**src/rtl/hb16_pkg.sv**
```systemverilog
// Package hb16_pkg
// Shared widths and types for the 32-to-16-bit host bridge.
// Assumes the terminal memory is addressed in 16-bit halfwords and the
// host addresses it in 32-bit words, so the host address is one bit narrower.
package hb16_pkg;

    parameter int unsigned TGT_AW  = 16;            // terminal halfword address width (64K)
    parameter int unsigned TGT_DW  = 16;            // terminal data width
    parameter int unsigned HOST_DW = 2 * TGT_DW;    // host data width
    parameter int unsigned HOST_AW = TGT_AW - 1;    // host word address width

    // One buffered host write
    typedef struct packed {
        logic               win;    // 0 memory window, 1 register window
        logic [HOST_AW-1:0] addr;
        logic [HOST_DW-1:0] data;
    } wr_entry_t;

    // Terminal-side sequencer states
    typedef enum logic [2:0] {
        S_IDLE,
        S_WLO,
        S_WHI,
        S_RLO,
        S_RHI,
        S_RESP
    } seq_state_t;

endpackage

```
**src/rtl/hb16_wfifo.sv**
```systemverilog
// Module hb16_wfifo
// Show-ahead write buffer: the head entry is visible on rdata whenever the
// buffer is not empty. Any depth is allowed; pointers wrap explicitly.
// Assumes the caller never pushes when full nor pops when empty (checked).
module hb16_wfifo #(
    parameter int DEPTH = 32,
    parameter int WIDTH = 48
) (
    input  logic             clk,
    input  logic             rst_n,
    input  logic             push,
    input  logic [WIDTH-1:0] wdata,
    input  logic             pop,
    output logic [WIDTH-1:0] rdata,
    output logic             full,
    output logic             empty
);

    localparam int PW = (DEPTH > 1) ? $clog2(DEPTH) : 1;
    localparam int CW = $clog2(DEPTH + 1);

    logic [WIDTH-1:0] store [DEPTH];
    logic [PW-1:0]    wp;
    logic [PW-1:0]    rp;
    logic [CW-1:0]    cnt;

    // Storage write; data needs no reset
    always_ff @(posedge clk) begin
        if (push) begin
            store[wp] <= wdata;
        end
    end

    // Pointer and occupancy update
    always_ff @(posedge clk) begin
        if (!rst_n) begin
            wp  <= '0;
            rp  <= '0;
            cnt <= '0;
        end else begin
            if (push) begin
                wp <= (wp == PW'(DEPTH - 1)) ? '0 : wp + 1'b1;
            end
            if (pop) begin
                rp <= (rp == PW'(DEPTH - 1)) ? '0 : rp + 1'b1;
            end
            case ({push, pop})
                2'b10:   cnt <= cnt + 1'b1;
                2'b01:   cnt <= cnt - 1'b1;
                default: cnt <= cnt;
            endcase
        end
    end

    // Head and status flags
    always_comb begin
        rdata = store[rp];
        full  = (cnt == CW'(DEPTH));
        empty = (cnt == '0);
    end

    // the caller must respect the full flag
    p_no_overflow_r4: assert property (@(posedge clk) disable iff (!rst_n)
        push |-> !full)
        else $error("write buffer pushed while full");

    // pops only from a non-empty buffer
    p_no_underflow_r4: assert property (@(posedge clk) disable iff (!rst_n)
        pop |-> !empty)
        else $error("write buffer popped while empty");

endmodule

```
**src/rtl/hb16_seq.sv**
```systemverilog
// Module hb16_seq
// Terminal-side sequencer. Drains the write buffer first (oldest entry at the
// head), turning each memory word into a low then high halfword access and
// each register entry into one access. A host read is started only from idle
// with the buffer empty, so it follows every earlier write.
// Assumes the host holds h_rd until h_rvalid and does not write meanwhile.
module hb16_seq
    import hb16_pkg::*;
#(
    parameter int REG_AW = 6
) (
    input  logic               clk,
    input  logic               rst_n,
    input  wr_entry_t          head,
    input  logic               fifo_empty,
    output logic               fifo_pop,
    input  logic               h_rd,
    input  logic               h_win,
    input  logic [HOST_AW-1:0] h_addr,
    output logic               h_rvalid,
    output logic [HOST_DW-1:0] h_rdata,
    output logic               t_req,
    output logic               t_we,
    output logic               t_space,
    output logic [TGT_AW-1:0]  t_addr,
    output logic [TGT_DW-1:0]  t_wdata,
    input  logic               t_ack,
    input  logic [TGT_DW-1:0]  t_rdata
);

    seq_state_t         state;
    logic               rd_win;
    logic [HOST_AW-1:0] rd_addr;
    logic [HOST_DW-1:0] rd_data;

    // Maps a host window/address/half to a terminal address
    function automatic logic [TGT_AW-1:0] map_addr(input logic win,
                                                    input logic [HOST_AW-1:0] a,
                                                    input logic hi);
        if (win) begin
            return TGT_AW'(a[REG_AW-1:0]);
        end
        return {a, hi};
    endfunction

    // State, read-request capture and read-data assembly
    always_ff @(posedge clk) begin
        if (!rst_n) begin
            state   <= S_IDLE;
            rd_win  <= 1'b0;
            rd_addr <= '0;
            rd_data <= '0;
        end else begin
            case (state)
                S_IDLE: begin
                    if (!fifo_empty) begin
                        state <= S_WLO;
                    end else if (h_rd) begin
                        rd_win  <= h_win;
                        rd_addr <= h_addr;
                        state   <= S_RLO;
                    end
                end
                S_WLO: if (t_ack) state <= head.win ? S_IDLE : S_WHI;
                S_WHI: if (t_ack) state <= S_IDLE;
                S_RLO: begin
                    if (t_ack) begin
                        rd_data <= {{TGT_DW{1'b0}}, t_rdata};
                        state   <= rd_win ? S_RESP : S_RHI;
                    end
                end
                S_RHI: begin
                    if (t_ack) begin
                        rd_data[HOST_DW-1:TGT_DW] <= t_rdata;
                        state <= S_RESP;
                    end
                end
                S_RESP:  state <= S_IDLE;
                default: state <= S_IDLE;
            endcase
        end
    end

    // Terminal request fields decoded from the state
    always_comb begin
        t_req   = 1'b0;
        t_we    = 1'b0;
        t_space = 1'b0;
        t_addr  = '0;
        t_wdata = '0;
        case (state)
            S_WLO: begin
                t_req   = 1'b1;
                t_we    = 1'b1;
                t_space = head.win;
                t_addr  = map_addr(head.win, head.addr, 1'b0);
                t_wdata = head.data[TGT_DW-1:0];
            end
            S_WHI: begin
                t_req   = 1'b1;
                t_we    = 1'b1;
                t_addr  = map_addr(1'b0, head.addr, 1'b1);
                t_wdata = head.data[HOST_DW-1:TGT_DW];
            end
            S_RLO: begin
                t_req   = 1'b1;
                t_space = rd_win;
                t_addr  = map_addr(rd_win, rd_addr, 1'b0);
            end
            S_RHI: begin
                t_req   = 1'b1;
                t_addr  = map_addr(1'b0, rd_addr, 1'b1);
            end
            default: ;
        endcase
    end

    // Retire the head entry when its last access completes
    always_comb begin
        fifo_pop = t_ack && ((state == S_WLO && head.win) || state == S_WHI);
    end

    // Host read response
    always_comb begin
        h_rvalid = (state == S_RESP);
        h_rdata  = rd_data;
    end

    // a stalled request keeps every field
    p_req_hold_r9: assert property (@(posedge clk) disable iff (!rst_n)
        (t_req && !t_ack) |=> (t_req && $stable(t_we) && $stable(t_space)
                               && $stable(t_addr) && $stable(t_wdata)))
        else $error("terminal request changed before acknowledge");

    // a completed low memory halfword is followed by the high one
    p_pair_addr_r2: assert property (@(posedge clk) disable iff (!rst_n)
        (t_req && t_ack && !t_space && !t_addr[0])
            |=> (t_req && !t_space && t_addr == $past(t_addr) + 1'b1))
        else $error("high halfword did not follow low halfword");

    // the buffer retires only on a completed terminal write
    p_pop_on_write_r10: assert property (@(posedge clk) disable iff (!rst_n)
        fifo_pop |-> (t_req && t_ack && t_we))
        else $error("buffer entry retired without a terminal write");

    // read-valid lasts one cycle
    p_rvalid_pulse_r11: assert property (@(posedge clk) disable iff (!rst_n)
        h_rvalid |=> !h_rvalid)
        else $error("read-valid longer than one cycle");

    // register reads carry a zero upper half
    p_reg_hi_zero_r7: assert property (@(posedge clk) disable iff (!rst_n)
        (h_rvalid && rd_win) |-> (h_rdata[HOST_DW-1:TGT_DW] == '0))
        else $error("register read returned non-zero upper half");

endmodule

```
**src/rtl/hb16_bridge.sv**
```systemverilog
// Module hb16_bridge
// Top of the 32-to-16-bit host bridge: the host write port feeds the write
// buffer; the sequencer drains it to the terminal side and serves reads.
// Assumes one clock for host and terminal sides and a well-behaved host
// (read held until valid, no write while a read is pending).
module hb16_bridge
    import hb16_pkg::*;
#(
    parameter int FIFO_DEPTH = 32,
    parameter int REG_AW     = 6
) (
    input  logic               clk,
    input  logic               rst_n,
    input  logic               h_wr,
    input  logic               h_rd,
    input  logic               h_win,
    input  logic [HOST_AW-1:0] h_addr,
    input  logic [HOST_DW-1:0] h_wdata,
    output logic               h_wready,
    output logic               h_rvalid,
    output logic [HOST_DW-1:0] h_rdata,
    output logic               t_req,
    output logic               t_we,
    output logic               t_space,
    output logic [TGT_AW-1:0]  t_addr,
    output logic [TGT_DW-1:0]  t_wdata,
    input  logic               t_ack,
    input  logic [TGT_DW-1:0]  t_rdata
);

    localparam int ENT_W = $bits(wr_entry_t);

    wr_entry_t        in_ent;
    wr_entry_t        head_ent;
    logic [ENT_W-1:0] head_vec;
    logic             fifo_full;
    logic             fifo_empty;
    logic             fifo_push;
    logic             fifo_pop;

    // Host write acceptance
    always_comb begin
        in_ent    = '{win: h_win, addr: h_addr, data: h_wdata};
        h_wready  = !fifo_full;
        fifo_push = h_wr && !fifo_full;
        head_ent  = wr_entry_t'(head_vec);
    end

    hb16_wfifo #(
        .DEPTH (FIFO_DEPTH),
        .WIDTH (ENT_W)
    ) u_wfifo (
        .clk   (clk),
        .rst_n (rst_n),
        .push  (fifo_push),
        .wdata (in_ent),
        .pop   (fifo_pop),
        .rdata (head_vec),
        .full  (fifo_full),
        .empty (fifo_empty)
    );

    hb16_seq #(
        .REG_AW (REG_AW)
    ) u_seq (
        .clk        (clk),
        .rst_n      (rst_n),
        .head       (head_ent),
        .fifo_empty (fifo_empty),
        .fifo_pop   (fifo_pop),
        .h_rd       (h_rd),
        .h_win      (h_win),
        .h_addr     (h_addr),
        .h_rvalid   (h_rvalid),
        .h_rdata    (h_rdata),
        .t_req      (t_req),
        .t_we       (t_we),
        .t_space    (t_space),
        .t_addr     (t_addr),
        .t_wdata    (t_wdata),
        .t_ack      (t_ack),
        .t_rdata    (t_rdata)
    );

    // a write offered while full leaves the buffer full
    p_full_ignores_r5: assert property (@(posedge clk) disable iff (!rst_n)
        (fifo_full && !fifo_pop) |=> fifo_full)
        else $error("buffer left full state without a pop");

endmodule

```
**config.mk**
```make
export PLATFORM = sky130hd
export DESIGN_NAME = hb16_bridge
export DESIGN_NICKNAME = d
export VERILOG_FILES = /design/src/rtl/hb16_pkg.sv /design/src/rtl/hb16_wfifo.sv /design/src/rtl/hb16_seq.sv /design/src/rtl/hb16_bridge.sv
export SDC_FILE = /design/constraint.sdc
export NUM_CORES = 1
export LEC_CHECK = 0
export CAP_MARGIN = 20
export CORE_AREA = 2 2 324 326
export DETAILED_ROUTE_END_ITERATION = 10
export DIE_AREA = 0 0 326 328
export HOLD_SLACK_MARGIN = 0.1
export PLACE_DENSITY_LB_ADDON = 0.3
export SETUP_SLACK_MARGIN = 0.3
export SKIP_CTS_REPAIR_TIMING = 1
export SLEW_MARGIN = 15
export SYNTH_ARGS = -nofsm -noshare
export SYNTH_HDL_FRONTEND = slang
export SYNTH_SLANG_ARGS = --single-unit
```
**constraint.sdc**
```tcl
create_clock -name clk -period 12.9 [get_ports clk]
set_input_delay 3.225 -clock clk [delete_from_list [all_inputs] [get_ports clk]]
set_output_delay 3.225 -clock clk [all_outputs]
set_load 0.02 [all_outputs]
```
# --- Word-level counts from Yosys, hierarchy flattened ---
# Memories as Yosys holds them, arrays and structs flattened. A register that Yosys moved wholly into a read port is not among the register bits.
# Cells that the tools add are included.
totals:
  elab_cells: 75
  out_inout_bits: 69
  reg_bits: 67
  mem_bits_rw: 1536
  latch_bits: 0
  inputBits: 69
  rom_bits: 0
  memories: 1
classes:
  n_mul: 0
  addsub: 4
  reduce_logical: 15
  magnitude_cmp: 0
  muxes: 32
  shift: 0
  bitwise_logic: 0
  n_eq_ne: 15
  div: 0
memory_table:
  columns: ["memory", "words", "width", "rd", "rd_ports_with_merged_regs", "wr", "line_no", "source"]
  rows:
  - ["u_wfifo.store", 32, 48, 1, 1, 1, "hb16_wfifo.sv:22", "logic [WIDTH-1:0] store [DEPTH];"]
ops:
  columns: ["op", "n"]
  rows:
  - ["$mux 16", 5]
  - ["$pmux 16 s2", 2]
  - ["$pmux 16 s4", 1]
  - ["$mux 32", 1]
  - ["$mux 5", 4]
  - ["$mux 3", 6]
  - ["$pmux 3 s5", 1]
  - ["$pmux 6 s2", 1]
  - ["$add 5x1->5 const B", 2]
  - ["$eq 5x5->1 const B", 2]
  - ["$mux 1", 9]
  - ["$ne 2x2->1 const B", 4]
  - ["$add 6x1->6 const B", 1]
  - ["$eq 3x2->1 const B", 2]
  - ["$eq 3x3->1 const B", 2]
  - ["$eq 6x6->1 const B", 1]
  - ["$logic_not 6->1", 1]
  - ["$reduce_and 3->1", 2]
  - ["$sub 6x1->6 const B", 1]
  - ["$reduce_and 5->1", 1]
  - ["$reduce_bool 2->1", 2]
  - ["$reduce_or 4->1", 1]
  - ["$eq 3x1->1 const B", 1]
  - ["$logic_and 1x1->1", 3]
  - ["other kinds (10)", 10]

# --- Logic depth before layout (Yosys ltp) ---
# Gate-level depths: netlist of the first run.
depth:
  word_depth: 6
  ltp_mapped: 18
  mapped_depth_nobuf: 15

# --- Cells and area by module ---
# Synthesis of the first run repeated with hierarchy kept, for this count alone.
unflattened:
  hier_cells: 3280
  area_unflattened_um2: 62436.1
by_module_without_submodules:
  columns: ["module", "cells_each", "area_per_inst_um2", "n_inst", "seq_area_each_um2"]
  rows:
  - ["hb16_wfifo", 2990, 59848.6, 1, 46544.6]
  - ["hb16_seq", 288, 2577.5, 1, 1021.0]
  - ["hb16_bridge", 2, 10.0, 1, 0.0]

# --- Least setup slack after synthesis of the first run ---
# OpenSTA, ideal clock, no wires.
synth_path:
  path_type: "input to register"
  from: "input h_wr"
  to: "memory u_wfifo.store[15][0], enable pin"
  slack_ps: 6632
  n_path_buf: 1
  arrival_time_ps: 5814
  setup_ps: 454
  cell_stages: 4
  required_time_ps: 12446
  cell_sequence: "and2_1 clkbuf_1 nand2_1 nor2_1"
synth_via:
  elab_chain_len: 3
synth_lines:
  columns: ["element", "line_no", "source"]
  rows:
  - ["start, declared", "hb16_bridge.sv:14", "input logic h_wr,"]
  - ["$logic_and 1x1->1", "hb16_bridge.sv:45", "fifo_push = h_wr && !fifo_full;"]
  - ["$mux 1", "hb16_wfifo.sv:29", "if (push) begin"]
  - ["$mux 1 (implied by the code)", "hb16_wfifo.sv:30", "store[wp] <= wdata;"]
  - ["end, declared", "hb16_wfifo.sv:22", null]
# No other way between the ends.

==> results_dict.tcl, run 1 <==
set metrics [dict create \
    nets 2944 \
    clkLatencyLatePin_ns 0.78 \
    cts_made_buffers 156 \
    grt_antenna_before_repair 10 \
    worst-endpoint-arrival_ns 5.44 \
    detail_route.wl_per_cell_um 34.4 \
    synth.area.top_cells "sky130_fd_sc_hd__edfxtp_1 75%, sky130_fd_sc_hd__mux4_2 17%, sky130_fd_sc_hd__dfxtp_1 2.3%" \
    seqPwrFrac_pct 49.5 \
    cts_root_buf "sky130_fd_sc_hd__clkbuf_16" \
    floorplan.die_area_mm2 0.107 \
    synth_largest_area_cell "sky130_fd_sc_hd__edfxtp_1" \
    cp_max_fo 104 \
    clk_path_buf_depth 3 \
    rows 118 \
    floorplan.initialDensity_pct 59.8 \
    grt_pass1_wl_um 215000 \
    min_path_type "register to register" \
    nFillCells 6085 \
    crit_path_max_incr_delay_ns 0.87 \
    power.switching_mw 2.81 \
    yosysSeqAreaShare_pct 77.1 \
    setup_viol 0 \
    leakagePower_nw 21.0 \
    postSynth.topFlopCell "sky130_fd_sc_hd__edfxtp_1" \
    unrepaired_setup_endpoints_after_global_routing "false" \
    power_share_of_the_combinational_group_pct 13.3 \
    crit_path_cell_trace "buf_12 > buf_4 > mux4_2 > mux4_2 > mux2i_1 > o221ai_1 > clkdlybuf4s50_1" \
    post_dp_hpwl_um 72900 \
    route.detailed.vias_per_inst 6.81 \
    grt_use_met1_pct 40.4 \
    gr-max-usage-layer "met2" \
    achievable-frequency_mhz 115 \
    drt_first_pass_iters 6 \
    initialDrtViolationCount 4523 \
    regToRegEndpoint "u_wfifo.cnt[5]" \
    grt_max_degree 184 \
    portBuffers 137 \
    track_usage_pct 28.6 \
    power.density_mw_per_mm2 170 \
    met2_usage_pct 46.0 \
    die_height_um 328 \
    relSlewSlack_pct 23.4 \
    ys_async_sr_fraction_pct 0 \
    postLayoutCoreUtil_pct 67.7 \
    reg2regPathDepth 14 \
    synth_area_mm2 0.0617 \
    num_vias 29800 \
    synth.distinct_cells 51 \
    tightest_slew_ns 1.15 \
    cellInternalPower_mw 9.04 \
    critPathSlowestCell "sky130_fd_sc_hd__buf_4" \
    first_global_vias 30100 \
    final.min_clock_period_ns 8.67 \
    layout_overhead_on_the_synthesized_area_pct 13.3 \
    postRouteWirelength_um 151000 \
    end_kind "output port" \
    synth_area_per_cell_um2 23.2 \
    synth-edff-count 1536 \
    synthesized_net_count 2734 \
    htree_num_levels 4 \
    power.clock.fraction_pct 37.2 \
    finalSetupTns_ns 0 \
    worst-r2r-setup-slack_ns 7.18 \
    layout-drive-gt1-share_pct 26.7 \
    timing_hold_violations_final 0 \
    synth-seq-cells 1608 \
    crit_path_frequent_cell "sky130_fd_sc_hd__mux4_2" \
    cts.clk_slew.worst_paths_ns 0.06 \
    yosys_warnings 0 \
    ant_nets 0 \
    synth_most_common_cell "sky130_fd_sc_hd__edfxtp_1" \
    placeableCoreArea_mm2 0.103 \
    final-max-slew-violation-count 0 \
    io_pins 138 \
    drc_violations_left 0 \
    switching_share_pct 23.7 \
    cts_tree "built" \
    critical_path_start_end_classification "register to output port" \
    cts_sinks 1608 \
    max_cap_viol_count 0 \
    ys_top_cells_by_count "1,536 x sky130_fd_sc_hd__edfxtp_1, 470 x sky130_fd_sc_hd__mux4_2, 90 x sky130_fd_sc_hd__mux2i_1, 81 x sky130_fd_sc_hd__clkbuf_1, 76 x sky130_fd_sc_hd__nand2_1" \
    globalplace.congestion 0.827 \
    timing.critical_path.to "t_addr[5]" \
    outcome "finished clean" \
    die_width_um 326 \
    peakVddDrop_v 0.000133 \
    worst-endpoint-required_ns 9.68 \
    skew_ns 0.0329 \
    critical_path.startpoint_type "register" \
    grtUsageMet3_pct 5.47 \
    synth.top_cell.area_share_pct 74.8 \
    synthesis.instances 2655 \
    globalRouteOverflowTotal 0 \
    min_period_over_period_pct 67.2 \
]
-- area by class of cell --
type,count,area (µm²),area share [%]
clock inverter,88,795,1.14
multi-input combinational,897,13700,19.6
sequential,1608,47600,68.1
timing repair buffer,197,1920,2.75
tap,1380,1730,2.47
inverter,5,18.8,0.0269
antenna,5,12.5,0.0179
clock buffer,194,4150,5.94
-- cells in the final DEF (no fill, tap or decap), types with 5 or more instances in the layout --
cell type and count:
sky130_fd_sc_hd__edfxtp_1 1536, sky130_fd_sc_hd__mux4_2 470, sky130_fd_sc_hd__clkbuf_16 160, sky130_fd_sc_hd__clkdlybuf4s50_1 130, sky130_fd_sc_hd__mux2i_1 90, sky130_fd_sc_hd__nand2_1 76
sky130_fd_sc_hd__dfxtp_1 67, sky130_fd_sc_hd__buf_4 45, sky130_fd_sc_hd__nor2b_1 41, sky130_fd_sc_hd__nor2_4 32, sky130_fd_sc_hd__clkbuf_1 32, sky130_fd_sc_hd__clkinv_1 30
sky130_fd_sc_hd__clkinv_2 27, sky130_fd_sc_hd__a22oi_1 20, sky130_fd_sc_hd__a21boi_0 20, sky130_fd_sc_hd__o22ai_1 17, sky130_fd_sc_hd__nor2_1 14, sky130_fd_sc_hd__a21oi_1 13
sky130_fd_sc_hd__nand3_1 11, sky130_fd_sc_hd__o21ai_1 11, sky130_fd_sc_hd__ha_1 10, sky130_fd_sc_hd__bufinv_16 9, sky130_fd_sc_hd__buf_8 9, sky130_fd_sc_hd__xor2_1 7
sky130_fd_sc_hd__and2_1 7, sky130_fd_sc_hd__buf_2 7, sky130_fd_sc_hd__o221ai_1 6, sky130_fd_sc_hd__o21ai_0 6, sky130_fd_sc_hd__clkinvlp_4 6, sky130_fd_sc_hd__diode_2 5
sky130_fd_sc_hd__nand3b_1 5, sky130_fd_sc_hd__dfxtp_4 5, sky130_fd_sc_hd__clkinv_8 5, sky130_fd_sc_hd__buf_12 5
-- power groups by stage --
| stage | combinational [mW] | sequential, mW | clock, mW |
|---|---|---|---|
| 6_report | 1.58 | 5.86 | 4.41 |
| 4_1_cts | 1.59 | 5.86 | 4.45 |
| 3_3_place_gp | 1.54 | 5.96 | 0 |
| 3_5_place_dp | 1.57 | 5.97 | 0 |
| 5_1_grt | 1.67 | 5.87 | 4.64 |
| 2_1_floorplan | 1.10 | 5.93 | 0 |
-- layer usage --
metal  wire [µm]  share of wire [%]
met1       55900                 37
met2       74900                 50
met3       15300                 10
met4        4460                3.0
met5          14             0.0093
-- worst min path at each step --
stage,endpoint,start,cells after the start
after floorplan,register,u_wfifo.rp[4],2
after global placement,u_seq.h_rdata[15],u_seq.h_rdata[15],2
after detailed placement,u_seq.h_rdata[15],u_seq.h_rdata[15],2
after CTS,u_seq.h_rdata[15],u_seq.h_rdata[15],2
after global routing,u_seq.h_rdata[6],u_seq.h_rdata[6],2
final,u_seq.h_rdata[15],u_seq.h_rdata[15],2
-- logic make-up after synthesis --
group	Yosys count	synth area share, %
flops	1608	77.1
mux	560	18.6
simple gates	209	1.65
buf+inv	150	1.09
compound gates	107	1.17
xor+xnor	11	0.156
fa+ha+maj	10	0.203
-- worst max-delay path: cells and delay by family, from the launching register on --
kind	cells	cell delay (ns)
compound gates	1	0.23
buf+inv	3	2.02
flops	1	0.69
mux	3	1.54
-- flip-flops by register name, indices dropped and copies added (netlist names), named ones only --
| signal | cells |
|---|---|
| u_wfifo.store | 1536 |
| u_seq.h_rdata | 32 |
| u_seq.rd_addr | 15 |
| u_wfifo.cnt | 6 |
| u_wfifo.rp | 5 |
| u_wfifo.wp | 5 |
| u_seq.state | 3 |
| u_seq.rd_win | 1 |
-- stage by stage --
stage	total power, mW	worst slack, ns	hold slack, ns	cell area, µm²	cells
finish	11.8	4.23	0.471	69900	4374
detailed placement	7.54	4.85	0.466	64800	4076
CTS	11.9	4.05	0.475	69700	4358
global placement	7.50	4.89	0.454	64800	4076
floorplan	7.03	6.63	0.455	61700	2655
global route	12.2	3.83	0.492	69900	4372
Note: power is estimated with default switching activity, not from simulation.
==> run 2, diff against run 1 <==
==> constraint.sdc (replaced) <==
create_clock -name clk -period 8.7 [get_ports clk]
set_input_delay 2.175 -clock clk [delete_from_list [all_inputs] [get_ports clk]]
set_output_delay 2.175 -clock clk [all_outputs]
set_load 0.02 [all_outputs]
==> results_dict.tcl, run 2 (synthesis gave the netlist of run 1 again) <==
set metrics [dict create \
    floorplan.initialDensity_pct 59.8 \
    rows 118 \
    crit_path_max_incr_delay_ns 1.02 \
    max_flop_register "u_wfifo.store" \
    clkLatencyLatePin_ns 0.77 \
    outcome "finished clean" \
    end_kind "output port" \
    largest_register_ffs 1536 \
    htree_num_levels 4 \
    timing_hold_violations_final 0 \
    critical_path.startpoint_type "register" \
    min_period_over_period_pct 80.2 \
    crit_path_cell_trace "buf_4 > mux4_2 > mux4_2 > mux2i_1 > o22ai_1 > clkdlybuf4s50_1" \
    die_height_um 328 \
    peakVddDrop_v 0.000195 \
    finalSetupTns_ns 0 \
    clk_path_buf_depth 3 \
    cts_tree "built" \
    final_common_cell "sky130_fd_sc_hd__edfxtp_1" \
    min_path_type "register to register" \
    critPathTopFamily "multiplexers" \
    relSlewSlack_pct 25.4 \
    ant_nets 0 \
    io_pins 138 \
    globalplace.congestion 0.797 \
    nets 2953 \
    track_usage_pct 29.0 \
    setup_viol 0 \
    final.min_clock_period_ns 6.97 \
    cts_root_buf "sky130_fd_sc_hd__clkbuf_16" \
    achievable-frequency_mhz 143 \
    placeableCoreArea_mm2 0.103 \
    crit_path_frequent_cell "sky130_fd_sc_hd__mux4_2" \
    globalRouteOverflowTotal 0 \
    cp_max_fo 58 \
    critPathSlowestCell "sky130_fd_sc_hd__dfxtp_4" \
    drc_violations_left 0 \
    post_dp_hpwl_um 74300 \
    portBuffers 137 \
    crit_cells 6 \
    tightest_slew_ns 1.12 \
    number_of_buffer_and_inverter_instances_along_the_worst_setup_path 2 \
    grt_antenna_before_repair 9 \
    die_width_um 326 \
    skew_ns 0.0314 \
    preCtsSetupSlack_ns 2.67 \
    cts.clk_slew.worst_paths_ns 0.06 \
    detail_route.wl_per_cell_um 34.8 \
    first_global_vias 30200 \
    worst-endpoint-required_ns 6.53 \
    floorplan.die_area_mm2 0.107 \
    num_vias 30200 \
    route.detailed.vias_per_inst 6.90 \
    cts_made_buffers 157 \
    grt_pass1_wl_um 217000 \
    leakagePower_nw 21.0 \
    power.density_mw_per_mm2 251 \
    initialDrtViolationCount 4526 \
    final.setup.worst_slack_ns 1.73 \
    postRouteWirelength_um 153000 \
    layout-drive-gt1-share_pct 26.6 \
    reg2regPathDepth 13 \
    final-max-slew-violation-count 0 \
    critical_path_start_end_classification "register to output port" \
    nFillCells 6026 \
    unrepaired_setup_endpoints_after_global_routing "false" \
    layout_overhead_on_the_synthesized_area_pct 13.5 \
    worst_hold_path.num_cells 2 \
    cts_sinks 1608 \
    max_cap_viol_count 0 \
    drt_first_pass_iters 5 \
    mostFrequentLayoutCells "1,536 x sky130_fd_sc_hd__edfxtp_1, 470 x sky130_fd_sc_hd__mux4_2, 159 x sky130_fd_sc_hd__clkbuf_16, 131 x sky130_fd_sc_hd__clkdlybuf4s50_1, 90 x sky130_fd_sc_hd__mux2i_1" \
    worst-endpoint-arrival_ns 4.80 \
    grt_max_degree 88 \
]
-- run 2: cell count changes in the layout (fill, tap and decap cells not counted), sizes merged --
cell,delta
inv,-1
buf,+7
clkinvlp,-4
diode,-2
clkinv,-4
clkbuf,+11
clkdlybuf4s50,+1
-- run 2: stage by stage --
| step | utilization, % | cell area, µm² | hold slack [ns] | std cells | power, mW |
|---|---|---|---|---|---|
| finish | 67.9 | 70000 | 0.462 | 4382 | 17.6 |
| floorplan | - | 61700 | 0.455 | 2655 | 10.4 |
| global placement | 62.9 | 64900 | 0.454 | 4081 | 11.1 |
| CTS | 67.7 | 69900 | 0.469 | 4368 | 17.6 |
| detailed placement | 63.0 | 65000 | 0.462 | 4084 | 11.2 |
| global route | 67.8 | 70000 | 0.501 | 4381 | 18.0 |
-- run 2: worst paths after layout --
| kind | startpoint | endpoint | slack, ns |
|---|---|---|---|
| max | register | t_wdata[1] | 1.73 |
| min | u_seq.h_rdata[6] | u_seq.h_rdata[6] | 0.46 |
| max reg2reg | register | u_wfifo.cnt[5] | 3.83 |
| min reg2reg | u_seq.h_rdata[6] | u_seq.h_rdata[6] | 0.46 |
-- run 2: cell type report --
class	instances	area, µm²	share of cell area [%]
Inverter	5	18.8	0.0268
Clock inverter	79	707	1.01
Antenna cell	3	7.51	0.0107
Clock buffer	205	4180	5.97
Sequential cell	1608	47600	68.0
Multi-Input combinational cell	897	13700	19.5
Timing Repair Buffer	205	2110	3.01
Tap cell	1380	1730	2.47
-- run 2: worst register-to-register path: cells and delay by family, from the launching register on --
kind	cells	cell delay, ns
flops	1	1.02
simple gates	3	0.78
mux	1	0.42
fa+ha+maj	1	0.46
xor+xnor	1	0.09
compound gates	7	1.99
-- run 2: power breakdown --
group	total [mW]	switching (mW)	internal, mW
Sequential	8.69	0.0961	8.59
Combinational	2.38	1.23	1.15
Clock	6.50	2.83	3.67
-- run 2: metal layers --
metal,share of wire (%),vias up,GRT usage (%)
li1,-,11700,-
met1,36,16000,40.5
met2,49,2226,45.7
met3,12,319,6.82
met4,3.3,10,10.1
met5,0.047,-,0
